## config.mk

```make
export PLATFORM = sky130hd
export DESIGN_NAME = irq_prio_select
export DESIGN_NICKNAME = d
export VERILOG_FILES = /design/src/rtl/irq_sel_pkg.sv /design/src/rtl/irq_pend_bank.sv /design/src/rtl/soft_level_enc.sv /design/src/rtl/irq_arbiter.sv /design/src/rtl/irq_prio_select.sv
export SDC_FILE = /design/constraint.sdc
export NUM_CORES = 1
export LEC_CHECK = 0
export BUFFER_PORTS_ARGS = -buffer_cell sky130_fd_sc_hd__clkbuf_2
export CAP_MARGIN = 10
export CORE_MARGIN = 5
export CORE_UTILIZATION = 39
export CTS_CLUSTER_DIAMETER = 200
export DETAILED_ROUTE_END_ITERATION = 12
export HOLD_SLACK_MARGIN = 0.02
export PLACE_DENSITY_LB_ADDON = 0.3
export SETUP_SLACK_MARGIN = 0.02
export SYNTH_ARGS = -nofsm -noshare
export SYNTH_HDL_FRONTEND = slang
export SYNTH_SLANG_ARGS = --single-unit
export TNS_END_PERCENT = 5
```

## constraint.sdc

```tcl
create_clock -name clk -period 2.25 [get_ports clk]
set_input_delay 0.45 -clock clk [delete_from_list [all_inputs] [get_ports clk]]
set_output_delay 0.45 -clock clk [all_outputs]
set_load 0.03 [all_outputs]
```

## src/rtl/irq_sel_pkg.sv

```systemverilog
package irq_sel_pkg;
  localparam int NUM_SRC = 7;
  localparam int SOFT_W  = 16;
  localparam int TYPE_W  = $clog2(NUM_SRC);

  typedef enum logic [TYPE_W-1:0] {
    SRC_TLZ       = 3'd0,
    SRC_HTICK     = 3'd1,
    SRC_IVEC      = 3'd2,
    SRC_CPU_MONDO = 3'd3,
    SRC_DEV_MONDO = 3'd4,
    SRC_RES_ERR   = 3'd5,
    SRC_SOFT      = 3'd6
  } src_e;

  // Service order for the non-privileged, enabled case; first entry wins.
  localparam src_e RANK [NUM_SRC] = '{SRC_TLZ, SRC_HTICK, SRC_IVEC,
                                      SRC_CPU_MONDO, SRC_DEV_MONDO,
                                      SRC_SOFT, SRC_RES_ERR};
endpackage

```

## src/rtl/irq_pend_bank.sv

```systemverilog
module irq_pend_bank #(
  parameter int N = 7
) (
  input  logic         clk,
  input  logic         rst,
  input  logic [N-1:0] set_i,
  input  logic [N-1:0] clr_i,
  output logic [N-1:0] pend_o
);
  for (genvar k = 0; k < N; k++) begin : g_flag
    always_ff @(posedge clk) begin
      if (rst)
        pend_o[k] <= 1'b0;
      else if (set_i[k])
        pend_o[k] <= 1'b1;
      else if (clr_i[k])
        pend_o[k] <= 1'b0;
    end


    set_wins_chk: assert property (@(posedge clk) disable iff (rst)
      set_i[k] |=> pend_o[k]);

    clr_drops_chk: assert property (@(posedge clk) disable iff (rst)
      (clr_i[k] && !set_i[k]) |=> !pend_o[k]);

    hold_chk: assert property (@(posedge clk) disable iff (rst)
      (!clr_i[k] && !set_i[k]) |=> $stable(pend_o[k]));
  end


  reset_clear_chk: assert property (@(posedge clk)
    rst |=> (pend_o == '0));
endmodule

```

## src/rtl/soft_level_enc.sv

```systemverilog
module soft_level_enc #(
  parameter int W  = 16,
  parameter int LW = $clog2(W)
) (
  input  logic [W-1:0]  vec_i,
  output logic [LW-1:0] lvl_o
);
  // Highest set bit among 1..W-1; bit 0 has no level.
  always_comb begin
    lvl_o = '0;
    for (int b = 1; b < W; b++)
      if (vec_i[b]) lvl_o = LW'(b);
  end


  lvl_bit_chk: assert final ((lvl_o == '0) || vec_i[lvl_o]);
endmodule

```

## src/rtl/irq_arbiter.sv

```systemverilog
module irq_arbiter
  import irq_sel_pkg::*;
(
  input  logic               clk,
  input  logic               rst,
  input  logic [NUM_SRC-1:0] pend_i,
  input  logic               global_i,
  input  logic               hpriv_i,
  input  logic               ie_i,
  output logic               ready_o,
  output src_e               type_o
);
  localparam logic [NUM_SRC-1:0] HP_MASK  = NUM_SRC'(7'b0000110);
  localparam logic [NUM_SRC-1:0] TOP_MASK = NUM_SRC'(7'b0000111);

  logic [NUM_SRC-1:0] elig;
  src_e               win;

  always_comb begin
    if (hpriv_i)
      elig = ie_i ? (pend_i & HP_MASK) : '0;
    else
      elig = pend_i & (ie_i ? '1 : TOP_MASK);
  end

  always_comb begin
    win = SRC_TLZ;
    for (int i = NUM_SRC - 1; i >= 0; i--)
      if (elig[RANK[i]]) win = RANK[i];
  end

  assign ready_o = global_i && (elig != '0);
  assign type_o  = ready_o ? win : SRC_TLZ;


  ready_needs_global_chk: assert property (@(posedge clk) disable iff (rst)
    ready_o |-> global_i);

  hp_types_chk: assert property (@(posedge clk) disable iff (rst)
    (hpriv_i && ready_o) |-> (type_o == SRC_HTICK || type_o == SRC_IVEC));

  hp_ie_gate_chk: assert property (@(posedge clk) disable iff (rst)
    (hpriv_i && !ie_i) |-> !ready_o);

  low_ie_gate_chk: assert property (@(posedge clk) disable iff (rst)
    (!hpriv_i && !ie_i && ready_o) |-> (type_o <= SRC_IVEC));

  tlz_first_chk: assert property (@(posedge clk) disable iff (rst)
    (!hpriv_i && pend_i[SRC_TLZ]) |-> (ready_o && type_o == SRC_TLZ));
endmodule

```

## src/rtl/irq_prio_select.sv

```systemverilog
module irq_prio_select
  import irq_sel_pkg::*;
#(
  parameter int SOFT_BITS = SOFT_W,
  parameter int LVL_W     = $clog2(SOFT_BITS)
) (
  input  logic                 clk,
  input  logic                 rst,
  input  logic [NUM_SRC-1:0]   set_i,
  input  logic [NUM_SRC-1:0]   clr_i,
  input  logic [SOFT_BITS-1:0] soft_vec_i,
  input  logic                 hpriv_i,
  input  logic                 ie_i,
  output logic                 irq_ready_o,
  output logic [TYPE_W-1:0]    irq_type_o,
  output logic [LVL_W-1:0]     soft_level_o
);
  logic [NUM_SRC-1:0] flags;
  logic [NUM_SRC-1:0] pend_eff;
  logic [LVL_W-1:0]   lvl;
  logic               global_pend;
  src_e               win;

  irq_pend_bank #(.N(NUM_SRC)) u_bank (
    .clk(clk), .rst(rst), .set_i(set_i), .clr_i(clr_i), .pend_o(flags)
  );

  soft_level_enc #(.W(SOFT_BITS), .LW(LVL_W)) u_lvl (
    .vec_i(soft_vec_i), .lvl_o(lvl)
  );

  always_comb begin
    pend_eff           = flags;
    pend_eff[SRC_SOFT] = flags[SRC_SOFT] | (|soft_vec_i);
  end

  assign global_pend = (|flags) | (|soft_vec_i);

  irq_arbiter u_arb (
    .clk(clk), .rst(rst), .pend_i(pend_eff), .global_i(global_pend),
    .hpriv_i(hpriv_i), .ie_i(ie_i), .ready_o(irq_ready_o), .type_o(win)
  );

  assign irq_type_o   = win;
  assign soft_level_o = (irq_ready_o && win == SRC_SOFT) ? lvl : '0;


  lvl_only_soft_chk: assert property (@(posedge clk) disable iff (rst)
    (win != SRC_SOFT) |-> (soft_level_o == '0));

  idle_chk: assert property (@(posedge clk) disable iff (rst)
    (flags == '0 && soft_vec_i == '0) |-> !irq_ready_o);
endmodule

```

### Yosys cells after proc, flatten, opt, wreduce, memory -nomap -nowiden

Cells that the tools add are included.

| cells by class | value |
|---|---|
| eq/ne operators | 1 |
| multiplexer cells | 41 |
| bitwise logic cells | 3 |
| reduce and logical (&&, ||, !) cells | 12 |

Operators by type and width:

| operator | count |
|---|---|
| $mux W3 | 13 |
| $mux W4 | 9 |
| $reduce_or A16 Y1 | 1 |
| $mux W1 | 15 |
| $mux W7 | 2 |
| $reduce_bool A2 Y1 | 7 |
| $and A7 B7 Y7 | 1 |
| $reduce_bool A7 Y1 | 1 |
| $reduce_or A7 Y1 | 1 |
| $mux W2 | 2 |
| $eq A3 B3 Y1 const B | 1 |
| $logic_and A1 B1 Y1 | 2 |
| $or A1 B1 Y1 | 2 |

| word-level totals | value |
|---|---|
| flip-flop bits (word level) | 7 |
| input port bits | 34 |
| output and inout port bits | 8 |
| word-level logic and storage cells | 64 |

### Longest topological paths before layout

| logic depth | value |
|---|---|
| depth in word-level cells | 16 |
| mapped depth | 4 |
| depth with buffers taken out | 4 |

### By module

From an unflattened synthesis, not the netlist that was laid out.

| second synthesis, totals | value |
|---|---|
| cell total of the unflattened synthesis | 98 |
| area total of the unflattened synthesis | 719.4 um^2 |

Modules (own cells, without submodules):

| module | times used | cells an instance | area each (um^2) | sequential area each (um^2) |
|---|---|---|---|---|
| irq_pend_bank | 1 | 28 | 297.8 | 140.1 |
| irq_arbiter | 1 | 30 | 178.9 | 0.0 |
| soft_level_enc | 1 | 25 | 141.4 | 0.0 |
| irq_prio_select | 1 | 15 | 101.3 | 0.0 |

### Worst setup path after synthesis

OpenSTA, ideal clock, no wires.

| timing path | value |
|---|---|
| kind | input to output |
| start | input port hpriv_i |
| end | output port irq_type_o[1] |
| arrival | 1.832 ns |
| data required time | 1.800 ns |
| slack | -0.032 ns |
| stages | 4 |
| path buffers | 0 |
| cell sequence | and2b_1 > nor2b_1 > o21ai_0 > a221oi_1 |

| between the ends | value |
|---|---|
| cells in the longest elaborated chain, start to end | 8 |
| elaborated cells on any way between the ends | 10 |
| classes of those cells | mux (8); reduce/logical (2) |

RTL lines:

| element | RTL line | text |
|---|---|---|
| from (decl) | irq_prio_select.sv:12 | `input logic hpriv_i,` |
| $mux W7 (*) | irq_arbiter.sv:20 | `if (hpriv_i)` |
| $mux W3 (6 in a row) | irq_arbiter.sv:29 | `if (elig[RANK[i]]) win = RANK[i];` |
| $mux W3 (*) | irq_arbiter.sv:33 | `assign type_o = ready_o ? win : SRC_TLZ;` |
| to (decl) | irq_prio_select.sv:15 | `output logic [TYPE_W-1:0] irq_type_o,` |

Mark *: on every way between the ends. The rest lies on a longest branch, timed or not.

### Worst setup path after layout

| timing path | value |
|---|---|
| start | input port soft_vec_i[4] |
| end | output port irq_ready_o |

| between the ends | value |
|---|---|
| cells in the longest elaborated chain, start to end | 6 |
| elaborated cells on any way between the ends | 7 |
| classes of those cells | mux (1); bitwise (3); reduce/logical (3) |

RTL lines:

| element | RTL line | text |
|---|---|---|
| from (decl) | irq_prio_select.sv:11 | `input logic [SOFT_BITS-1:0] soft_vec_i,` |
| $reduce_or A16 Y1 (*) | irq_prio_select.sv:34, irq_prio_select.sv:37 |  |
| $or A1 B1 Y1 | irq_prio_select.sv:34 | `pend_eff[SRC_SOFT] = flags[SRC_SOFT] \| (\|soft_vec_i);` |
| $and A7 B7 Y7 | irq_arbiter.sv:23 | `elig = pend_i & (ie_i ? '1 : TOP_MASK);` |
| $mux W7 | irq_arbiter.sv:20 |  |
| $reduce_bool A7 Y1 | irq_arbiter.sv:32 | `assign ready_o = global_i && (elig != '0);` |
| $logic_and A1 B1 Y1 (*) | irq_arbiter.sv:32 |  |
| to (decl) | irq_prio_select.sv:14 | `output logic irq_ready_o,` |

Marked as above.

==> results_dict.tcl <==
set metrics [dict create \
    outcome "finished clean" \
    netSwitchingPower_uw 126.6 \
    vias_per_cell 5.092 \
    synth_area_leaders "dfxtp_1, a21oi_1, nor2_1, inv_1, o41ai_4" \
    fin_crit_ps 2168 \
    io-pin-count 42 \
    finalCritPeriodShare 0.9634 \
    vias 718 \
    antenna_cells 0 \
    start_util 0.4169 \
    dpl.hpwl_mm 1.447 \
    ys_ff_latch 7 \
    largest_register_ffs 7 \
    drt.antenna.violating_nets 0 \
    ff2ff_setup_slack_ps 1600 \
    clkLatencyLatePin_ps 250 \
    grt_pass1_wl_mm 2.780 \
    max_cap_viol_count 0 \
    holdCritPathClass "input port to register" \
    top_regs "u_bank.pend_o (7)" \
    root_buffer "clkbuf_4" \
    final_core_util 0.6420 \
    hold_path_end "u_bank.pend_o[0]" \
    setup_viol 0 \
    power.internal_uw 253.5 \
    drc_errors 0 \
    power_uw 380.1 \
    cp.required_ps 1800 \
    row_count 13 \
    reg2regPathDepth 2 \
    fillers 130 \
    cts_buffers 3 \
    drtIter0Drc 9 \
    cts_sinks 7 \
    grt-ovfl-total 0 \
    die_x_um 47.53 \
    path_class "input port to output pin" \
    worst_clock_skew_ps 0 \
    area_growth_syn_to_layout_pct 53.99 \
    antenna_found_initial 0 \
    arrival_ps 1720 \
    hold_violations 0 \
    wirelength_mm 1.770 \
    grt_pass1_vias 717 \
    async_flop_share 0 \
    crit_fanout 5 \
    drt_pre_antenna_iters 4 \
    die_h_um 47.53 \
    seq_power_share 0.374 \
    clk_pin_slew_ps 50 \
    hold_start "set_i[0]" \
    synth_mux_area_frac 0 \
    final_cell_count_no_fill 141 \
    synth_most_common_cell "nor2_1" \
    swShare 0.3331 \
    synth-simple-area-share 0.3440 \
    dp.cells 135 \
    synth-edff-count 0 \
    max_slew_margin 0.7611 \
    ir_drop_mv 0.2896 \
    htree_levels 1 \
    power_density_mw_per_mm2 449.3 \
    synth_top_family_by_area "simple AND/OR/NAND/NOR gates" \
    synth_top_area_frac 0.2551 \
    netlist_instances 78 \
    start_kind "input port" \
    hold-path-cell-count 3 \
    syn_area_per_cell_sq_um 7.042 \
    die_area_sq_mm 0.002259 \
    clockBufferDepth 2 \
    synth-compound-area-share 0.3257 \
    clockPowerShare 0.303 \
    wl_per_cell_um 12.55 \
    worstMarginPinSlew_ps 353.9 \
    syn_nets 112 \
    r2r-end "u_bank.pend_o[5]" \
    grt_max_degree 8 \
    io_buffers 41 \
    coreArea_sq_mm 0.001318 \
    cts_tree "done" \
    synth_fa_ha_area_frac 0 \
    grt_setup_unrepaired "yes" \
    globalRouteTotalUtil 0.1799 \
    r2r-start "u_bank.pend_o[5]" \
    fmax_ghz 0.4613 \
    ys_warn_count 0 \
    yosysSeqAreaShare 0.2551 \
    p_leak_nw 0.4349 \
    drive_gt1_frac 0.4206 \
    slew_viol_final 0 \
    yosys.area.top_type "dfxtp_1" \
    synthTopCellsByCount "nor2_1, a21oi_1, inv_1, dfxtp_1" \
    pwr-share-comb 0.323 \
    finish.net_count 161 \
    place.gp.congestion 0.8047 \
    synth-xor-area-share 0 \
    hold_buffers 0 \
    regMostFlops "u_bank.pend_o" \
    synthFlopType "dfxtp_1" \
    cp-end-kind "output pin" \
    synth_cell_types 25 \
    mappedNetlistArea_sq_um 549.3 \
]
## layer usage
| metal | share of wire | track usage |
|---|---|---|
| met5 | 0 | 0 |
| met2 | 0.49 | 0.3048 |
| met3 | 0.080 | 0.04887 |
| met1 | 0.39 | 0.1973 |
| met4 | 0.034 | 0.1129 |
## power groups by stage
stage                     registers, mW  logic, mW  clock network (mW)
after global routing              0.143      0.136               0.132
after global placement            0.144      0.115                   0
after floorplan                   0.142     0.0632                   0
after CTS                         0.142      0.119               0.121
final                             0.142      0.123               0.115
after detailed placement          0.145      0.117                   0
## cell usage in the layout (no fill, tap or decap), drive strengths merged, types with 2 or more instances in the layout
| cell type | synthesis | routed |
|---|---|---|
| o21ai | 3 | 3 |
| nor4 | 2 | 2 |
| nor2 | 17 | 17 |
| nor3 | 2 | 2 |
| inv | 11 | 11 |
| dfxtp | 7 | 7 |
| clkbuf | 0 | 43 |
| nor2b | 3 | 3 |
| a21oi | 14 | 14 |
| nand2b | 3 | 3 |
| a221oi | 2 | 2 |
| buf | 0 | 5 |
## cell families (layout without fill, tap and decap cells)
kind of cell           Yosys count  in the layout
AND/OR/NAND/NOR                 34             34
buffers and inverters           11             59
AO/OA/AOI/OAI                   26             26
flip-flops                       7              7
## timing repair
item | CTS | global route
resized for setup | 1 | 4
buffers inserted | 0 | 2
endpoints found under the setup margin | 2 | 4
endpoints found under the hold margin | 0 | 0
pin swaps | 0 | 2
## worst max-delay path, cell delays in order
cell      delay (ps)
clkbuf_2         100
or4_4            580
o41ai_4          320
nand2b_1          80
buf_2            180
## how the worst max path moves through the flow
stage / start / end / slack, ps
6_report: soft_vec_i[4] / irq_ready_o / 80
3_3_place_gp: soft_vec_i[12] / irq_type_o[0] / 60
2_1_floorplan: hpriv_i / soft_level_o[1] / -8
5_1_grt: soft_vec_i[4] / irq_ready_o / 10
4_1_cts: soft_vec_i[8] / irq_type_o[0] / 30
3_5_place_dp: soft_vec_i[12] / irq_type_o[0] / -10
## area by class of cell
class	count	area (sq um)	share of cell area
multi-input combinational	60	391.6	0.4630
timing repair buffer	44	227.7	0.2692
sequential	7	140.1	0.1657
inverter	11	41.29	0.04882
clock buffer	4	26.28	0.03107
tap	15	18.77	0.02219
## per-stage QoR
step	TNS (ps)	worst slack, ps	hold slack [ps]	cell area, sq um
after global placement	0	63.70	468.1	787.0
after floorplan	-7.566	-7.566	452.6	555.5
after CTS	0	31.70	388.2	822.0
after global routing	0	10.12	409.5	845.8
final	0	82.29	396.0	845.8
after detailed placement	-9.734	-9.734	483.6	787.0
Power figures use the tool's default switching activity.
